===== src/rtl/trap_pkg.sv =====
package trap_pkg;
   localparam int SR_W      = 16;
   localparam int CAUSE_W   = 16;
   localparam int ET_B      = 0;
   localparam int S_B       = 1;
   localparam int PS_B      = 2;
   localparam int UX_B      = 3;
   localparam int SX_B      = 4;
   localparam int IM_LSB    = 8;
   localparam int PEND_W    = 8;
   localparam int CODE_W    = 5;
   localparam int IP_LSB    = 8;
   localparam int TIMER_IDX = 7;
endpackage


===== src/rtl/trap_arbiter.sv =====
module trap_arbiter
   import trap_pkg::*;
#(
   parameter int NUM_TRAPS = 20,
   parameter int IRQ_CODE  = 19
) (
   input  logic              trap_en,
   input  logic              err_now,
   input  logic [PEND_W-1:0] pend,
   input  logic [PEND_W-1:0] mask,
   input  logic              trap_req,
   input  logic [CODE_W-1:0] trap_num,
   output logic              take,
   output logic [CODE_W-1:0] code,
   output logic              err_set
);
   logic irq_go, num_ok, sync_go;

   always_comb begin
      irq_go  = (|(pend & mask)) && trap_en && !err_now;
      num_ok  = 32'(trap_num) < NUM_TRAPS;
      sync_go = trap_req && !irq_go && trap_en && num_ok && !err_now;
      err_set = trap_req && !irq_go && !err_now && (!trap_en || !num_ok);
      take    = irq_go || sync_go;
      code    = irq_go ? CODE_W'(IRQ_CODE) : trap_num;
   end
endmodule


===== src/rtl/trap_status_reg.sv =====
module trap_status_reg
   import trap_pkg::*;
#(
   parameter bit HAS_64 = 1'b1
) (
   input  logic            clk,
   input  logic            rst_n,
   input  logic            take,
   input  logic            sr_we,
   input  logic [SR_W-1:0] sr_wdata,
   output logic [SR_W-1:0] status,
   output logic [6:0]      reg_width
);
   localparam logic [SR_W-1:0] BASE_MASK =
      SR_W'((1 << ET_B) | (1 << S_B) | (1 << PS_B)) | (SR_W'((1 << PEND_W) - 1) << IM_LSB);
   localparam logic [SR_W-1:0] WIDE_BITS = SR_W'((1 << UX_B) | (1 << SX_B));

   logic [SR_W-1:0] wmask;
   logic [SR_W-1:0] rst_val;
   logic [SR_W-1:0] entry;
   logic            wide;

   generate
      if (HAS_64) begin : g_wide
         assign wmask = BASE_MASK | WIDE_BITS;
      end else begin : g_narrow
         assign wmask = BASE_MASK;
      end
   endgenerate

   assign rst_val = SR_W'((1 << S_B) | (1 << SX_B)) & wmask;

   always_comb begin
      entry       = status;
      entry[ET_B] = 1'b0;
      entry[S_B]  = 1'b1;
      entry[PS_B] = status[S_B];
   end

   always_ff @(posedge clk or negedge rst_n) begin
      if (!rst_n)     status <= rst_val;
      else if (take)  status <= entry;
      else if (sr_we) status <= sr_wdata & wmask;
   end

   assign wide      = status[S_B] ? status[SX_B] : status[UX_B];
   assign reg_width = wide ? 7'd64 : 7'd32;
endmodule


===== src/rtl/trap_cause_timer.sv =====
module trap_cause_timer
   import trap_pkg::*;
#(
   parameter int CNT_W = 32
) (
   input  logic               clk,
   input  logic               rst_n,
   input  logic               take,
   input  logic [CODE_W-1:0]  code,
   input  logic               ip_we,
   input  logic [PEND_W-1:0]  ip_wdata,
   input  logic               cmp_we,
   input  logic [CNT_W-1:0]   cmp_wdata,
   input  logic               retire,
   output logic [CAUSE_W-1:0] cause
);
   logic [CODE_W-1:0] code_q;
   logic [PEND_W-1:0] pend_q, pend_d;
   logic [CNT_W-1:0]  cnt_q, cmp_q;
   logic              hit;

   assign hit = retire && (cnt_q == cmp_q);

   always_comb begin
      pend_d = ip_we ? ip_wdata : pend_q;
      if (hit) pend_d[TIMER_IDX] = 1'b1;
   end

   always_ff @(posedge clk or negedge rst_n) begin
      if (!rst_n) begin
         code_q <= '0;
         pend_q <= '0;
         cnt_q  <= '0;
         cmp_q  <= '0;
      end else begin
         pend_q <= pend_d;
         if (take)   code_q <= code;
         if (retire) cnt_q  <= cnt_q + 1'b1;
         if (cmp_we) cmp_q  <= cmp_wdata;
      end
   end

   always_comb begin
      cause                      = '0;
      cause[CODE_W-1:0]          = code_q;
      cause[IP_LSB +: PEND_W]    = pend_q;
   end
endmodule


===== src/rtl/trap_status_ctrl.sv =====
module trap_status_ctrl
   import trap_pkg::*;
#(
   parameter int ADDR_W    = 64,
   parameter int CNT_W     = 32,
   parameter int NUM_TRAPS = 20,
   parameter int IRQ_CODE  = 19,
   parameter bit HAS_64    = 1'b1
) (
   input  logic               clk,
   input  logic               rst_n,
   input  logic               trap_req,
   input  logic [4:0]         trap_num,
   input  logic [ADDR_W-1:0]  bad_addr,
   input  logic               sr_we,
   input  logic [15:0]        sr_wdata,
   input  logic               cmp_we,
   input  logic [CNT_W-1:0]   cmp_wdata,
   input  logic               ip_we,
   input  logic [7:0]         ip_wdata,
   input  logic               retire,
   output logic               take_trap,
   output logic [15:0]        status,
   output logic [15:0]        cause,
   output logic [ADDR_W-1:0]  badvaddr,
   output logic [6:0]         reg_width,
   output logic               error_mode
);
   generate
      if (IRQ_CODE >= NUM_TRAPS) begin : g_bad_irq
         $error("IRQ_CODE must be below NUM_TRAPS");
      end
      if (NUM_TRAPS > (1 << CODE_W)) begin : g_bad_num
         $error("NUM_TRAPS exceeds the exception-code range");
      end
      if (SR_W != 16 || CAUSE_W != 16 || CODE_W != 5 || PEND_W != 8) begin : g_bad_pkg
         $error("package layout does not match the port widths");
      end
   endgenerate

   logic [CODE_W-1:0] code;
   logic              err_set;

   trap_arbiter #(.NUM_TRAPS(NUM_TRAPS), .IRQ_CODE(IRQ_CODE)) u_arb (
      .trap_en  (status[ET_B]),
      .err_now  (error_mode),
      .pend     (cause[IP_LSB +: PEND_W]),
      .mask     (status[IM_LSB +: PEND_W]),
      .trap_req (trap_req),
      .trap_num (trap_num),
      .take     (take_trap),
      .code     (code),
      .err_set  (err_set)
   );

   trap_status_reg #(.HAS_64(HAS_64)) u_sr (
      .clk       (clk),
      .rst_n     (rst_n),
      .take      (take_trap),
      .sr_we     (sr_we),
      .sr_wdata  (sr_wdata),
      .status    (status),
      .reg_width (reg_width)
   );

   trap_cause_timer #(.CNT_W(CNT_W)) u_ct (
      .clk       (clk),
      .rst_n     (rst_n),
      .take      (take_trap),
      .code      (code),
      .ip_we     (ip_we),
      .ip_wdata  (ip_wdata),
      .cmp_we    (cmp_we),
      .cmp_wdata (cmp_wdata),
      .retire    (retire),
      .cause     (cause)
   );

   always_ff @(posedge clk or negedge rst_n) begin
      if (!rst_n) begin
         badvaddr   <= '0;
         error_mode <= 1'b0;
      end else begin
         if (take_trap) badvaddr   <= bad_addr;
         if (err_set)   error_mode <= 1'b1;
      end
   end
endmodule


===== config.mk =====
export PLATFORM = sky130hd
export DESIGN_NAME = trap_status_ctrl
export DESIGN_NICKNAME = d
export VERILOG_FILES = /design/src/rtl/trap_pkg.sv /design/src/rtl/trap_arbiter.sv /design/src/rtl/trap_status_reg.sv /design/src/rtl/trap_cause_timer.sv /design/src/rtl/trap_status_ctrl.sv
export SDC_FILE = /design/constraint.sdc
export NUM_CORES = 1
export LEC_CHECK = 0
export ABC_AREA = 1
export BUFFER_PORTS_ARGS = -buffer_cell sky130_fd_sc_hd__clkbuf_2
export CAP_MARGIN = 10
export CORE_ASPECT_RATIO = 1.75
export CORE_MARGIN = 10
export CORE_UTILIZATION = 45
export DETAILED_ROUTE_END_ITERATION = 12
export MAX_ROUTING_LAYER = met4
export PLACE_DENSITY = 0.74
export SETUP_SLACK_MARGIN = 0.1
export SLEW_MARGIN = 20
export SYNTH_ARGS = -nofsm -noshare
export SYNTH_HDL_FRONTEND = slang
export SYNTH_SLANG_ARGS = --single-unit

===== constraint.sdc =====
create_clock -name clk -period 1.91 [get_ports clk]
set_clock_uncertainty 0.2 [all_clocks]
set_input_delay 0.382 -clock clk [delete_from_list [all_inputs] [get_ports clk]]
set_output_delay 0.382 -clock clk [all_outputs]
set_load 0.02 [all_outputs]

==> impl_metrics.toml <==
[worst_setup_path]
arrival_ns = 1.47
path_cells = "nand2_1, nand2_1, nor2_2, nand2_2, nand3_4, nand2_4, buf_8"
critPathTopFamily = "simple AND/OR/NAND/NOR gates"
worstPathMaxFanout = 2
slowest_stage = "dfrtp_1"
cpMostUsedCell = "nand2_1"
critical_path_required_ns = 1.33
worstSetupPathType = "register to output pin"
crit_buf_inv = 1
critPathMaxStageDelay_ns = 0.38
rrSetupSlack_ns = -0.07
reg2reg_from = "u_ct.pend_q[0]"
startpoint_type = "register"
endpoint_kind = "output pin"
timing.rr.end = "badvaddr[63]"
worst-r2r-cell-count = 12

[floorplanning]
ios = 237
start_util_pct = 46.0
die_area_um2 = 22000
die_y_um = 189
die_x_um = 117
placementRows = 61
fp.coreArea_um2 = 16000

[timing]
max_freq_mhz = 487
finalHoldViolCount = 1
slew-limit-headroom_pct = 60.7
rsz0062_at_grt = "yes"
tightestPinTransition_ns = 0.589
slew_violations = 0
fin_crit_ns = 2.06
whs_ns = -0.0103
period_share_pct = 108
setup_viol = 53
setup_slack_ns = -0.145

[pwr]
power.total_w = 0.00944
swShare_pct = 29.0
power.switching_w = 0.00274
powerDensity_nw_per_um2 = 827
p_clk_share_pct = 38.9
seq_power_share_pct = 40.9
p_leak_nw = 6.00
p_int_w = 0.00670
ir_drop_uv = 537
pwr-share-comb_pct = 20.3

[layout]
area_growth_pct = 55.6
final_area_um2 = 11400
layout_commonest_cell = "nand2_1"
fin_nets = 1449
layout_common_cells = "nand2_1, clkbuf_2, dfrtp_1"
drive_gt1_share_pct = 32.4

[clocking]
cts-root-buf = "clkbuf_16"
clock_path_buffers = 2
path_clk_slew_ns = 0.06
htreeDepth = 4
cts_buffers = 17
clock_sinks = 155
clkLatencyLatePin_ns = 0.42
cts_tree = "done"

[detailed_routing]
via_per_inst = 5.40
drt_iter0_drc = 795
drt-total-wl_um = 30100
post_drt_wl_per_cell_um = 19.8
ant_nets = 0
drcViolationCount = 0
drtPass1Iterations = 5
vias = 8203

[global_route]
grt.overflow.total = 0
grt_pass1_wl_um = 39400
grt_pass1_vias = 7788
track_usage_pct = 23.3
grt_max_degree = 73
antenna_found_initial = 2

[synth]
yosysTopAreaCellShare_pct = 52.2
yosysTopAreaCell = "dfrtp_1"
netlist_area_um2 = 7340
yosys_register_bits = 155
synth.avg_cell_area_um2 = 7.84
syn_inst = 936
synth_area_leaders = "dfrtp_1, nand2_1, nand3_1, inv_1, o21ai_0"
ys_warn_count = 0
synth.distinct_cells = 28
seq_area_frac_synth_pct = 52.9

[flow_run]
maxCapViolCount = 0

[run_status]
violations = "hold timing, setup timing"
status = "complete, but fails checks"

[hold_path]
holdPathEnd = "u_sr.status[14]"
holdPathStages = 3
hp-class = "input pin to register"
hold_start = "sr_wdata[14]"

[placed_design]
place.gp.congestion = 0.908
dpl-instance-area_um2 = 8790
port-buffer-count = 222
hpwlAfterDp_um = 17200
==> per-layer routing <==
layer	track usage, %	part of all wire, %	up-vias	routed length, um
li1	-	-	3651	-
met1	22.6	32	3833	9700
met2	40.6	51	553	15500
met3	5.79	9.6	166	2900
met4	13.2	6.7	0	2030
met5	-	0	-	0
==> Yosys cell counts, drive strengths merged <==
master and n:
xnor2 2, nand4 14, a21oi 3, nor2 62, inv 89, xor2 19
ha 1, dfstp 2, mux2i 1, nand3b 1, nand3 91, nor3b 2
o21ai 50, dfrtp 153, o22ai 2, conb 1, buf 29, clkbuf 18
nor3 3, mux2 3, nand2 390
==> power by group through the flow <==
stage,Combinational (W),Sequential (W),Clock [W]
finish,0.00191,0.00386,0.00367
global route,0.00208,0.00389,0.00383
CTS,0.00163,0.00381,0.00368
detailed placement,0.00139,0.00387,0
global placement,0.00137,0.00387,0
floorplan,0.000689,0.00397,0
==> cell type report <==
| class | count | area [um2] |
|---|---|---|
| antenna | 2 | 5.00 |
| multi-input combinational | 655 | 3230 |
| inverter | 89 | 338 |
| sequential | 155 | 3890 |
| fill | 1022 | 4540 |
| tap | 189 | 236 |
| clock inverter | 10 | 164 |
| timing repair buffer | 398 | 3080 |
| clock buffer | 21 | 470 |
==> sequential cells by signal, summed over array words and instances, names as in the netlist <==
register     count
u_sr.status     13
badvaddr        64
u_ct.pend_q      8
u_ct.code_q      5
u_ct.cnt_q      32
u_ct.cmp_q      32
error_mode       1
==> stage by stage <==
stage | setup TNS, ns | setup slack (ns) | util (%) | instances
finish | -1.51 | -0.145 | 71.6 | 1519
CTS | -0.183 | -0.142 | 66.6 | 1485
floorplan | 0 | 0.192 | - | 946
global placement | 0 | 0.101 | 55.1 | 1335
global route | -4.72 | -0.208 | 71.6 | 1519
detailed placement | 0 | 0.0897 | 55.1 | 1335
==> how the worst max path moves through the flow <==
stage | from | end | slack, ns | cells after the start
after global placement | trap_num[3] | badvaddr[51] | 0.10 | 7
final | u_ct.pend_q[0] | take_trap | -0.15 | 7
after global routing | u_ct.pend_q[0] | take_trap | -0.21 | 7
after floorplan | u_sr.status[1] | reg_width[6] | 0.19 | 4
after detailed placement | trap_num[3] | badvaddr[0] | 0.09 | 7
after CTS | u_sr.status[13] | take_trap | -0.14 | 7
==> cells by family after synthesis <==
kind of cell | share of synthesized area [%]
AOI/OAI and AO/OA | 3.79
xor gates and xnor gates | 2.51
adders and majority gates | 0.171
buffers and inverters | 7.84
DFF | 52.9
muxes | 0.597
other | 0.0511
and+or+nand+nor | 32.1
==> worst register-to-register path, cell delays in order, from the launching register on <==
cell and delay [ns]:
dfrtp_1 0.38, nand2_1 0.09, nand2_1 0.08, nor2_2 0.13
nand2_2 0.09, nand3_4 0.08, nand2_4 0.08, buf_4 0.15
buf_8 0.14, buf_12 0.15, clkbuf_16 0.17, nand2_2 0.07
nand2_1 0.08
==> repair_timing <==
item,4_1_cts,5_1_grt
hold endpoints to repair,151,0
cloned,0,11
endpoints found under the setup margin,4,100
setup buffers,12,21
hold buffers,107,0
gates resized for setup,9,124
pin swaps,4,24
Note: power is estimated with default switching activity, not from simulation.
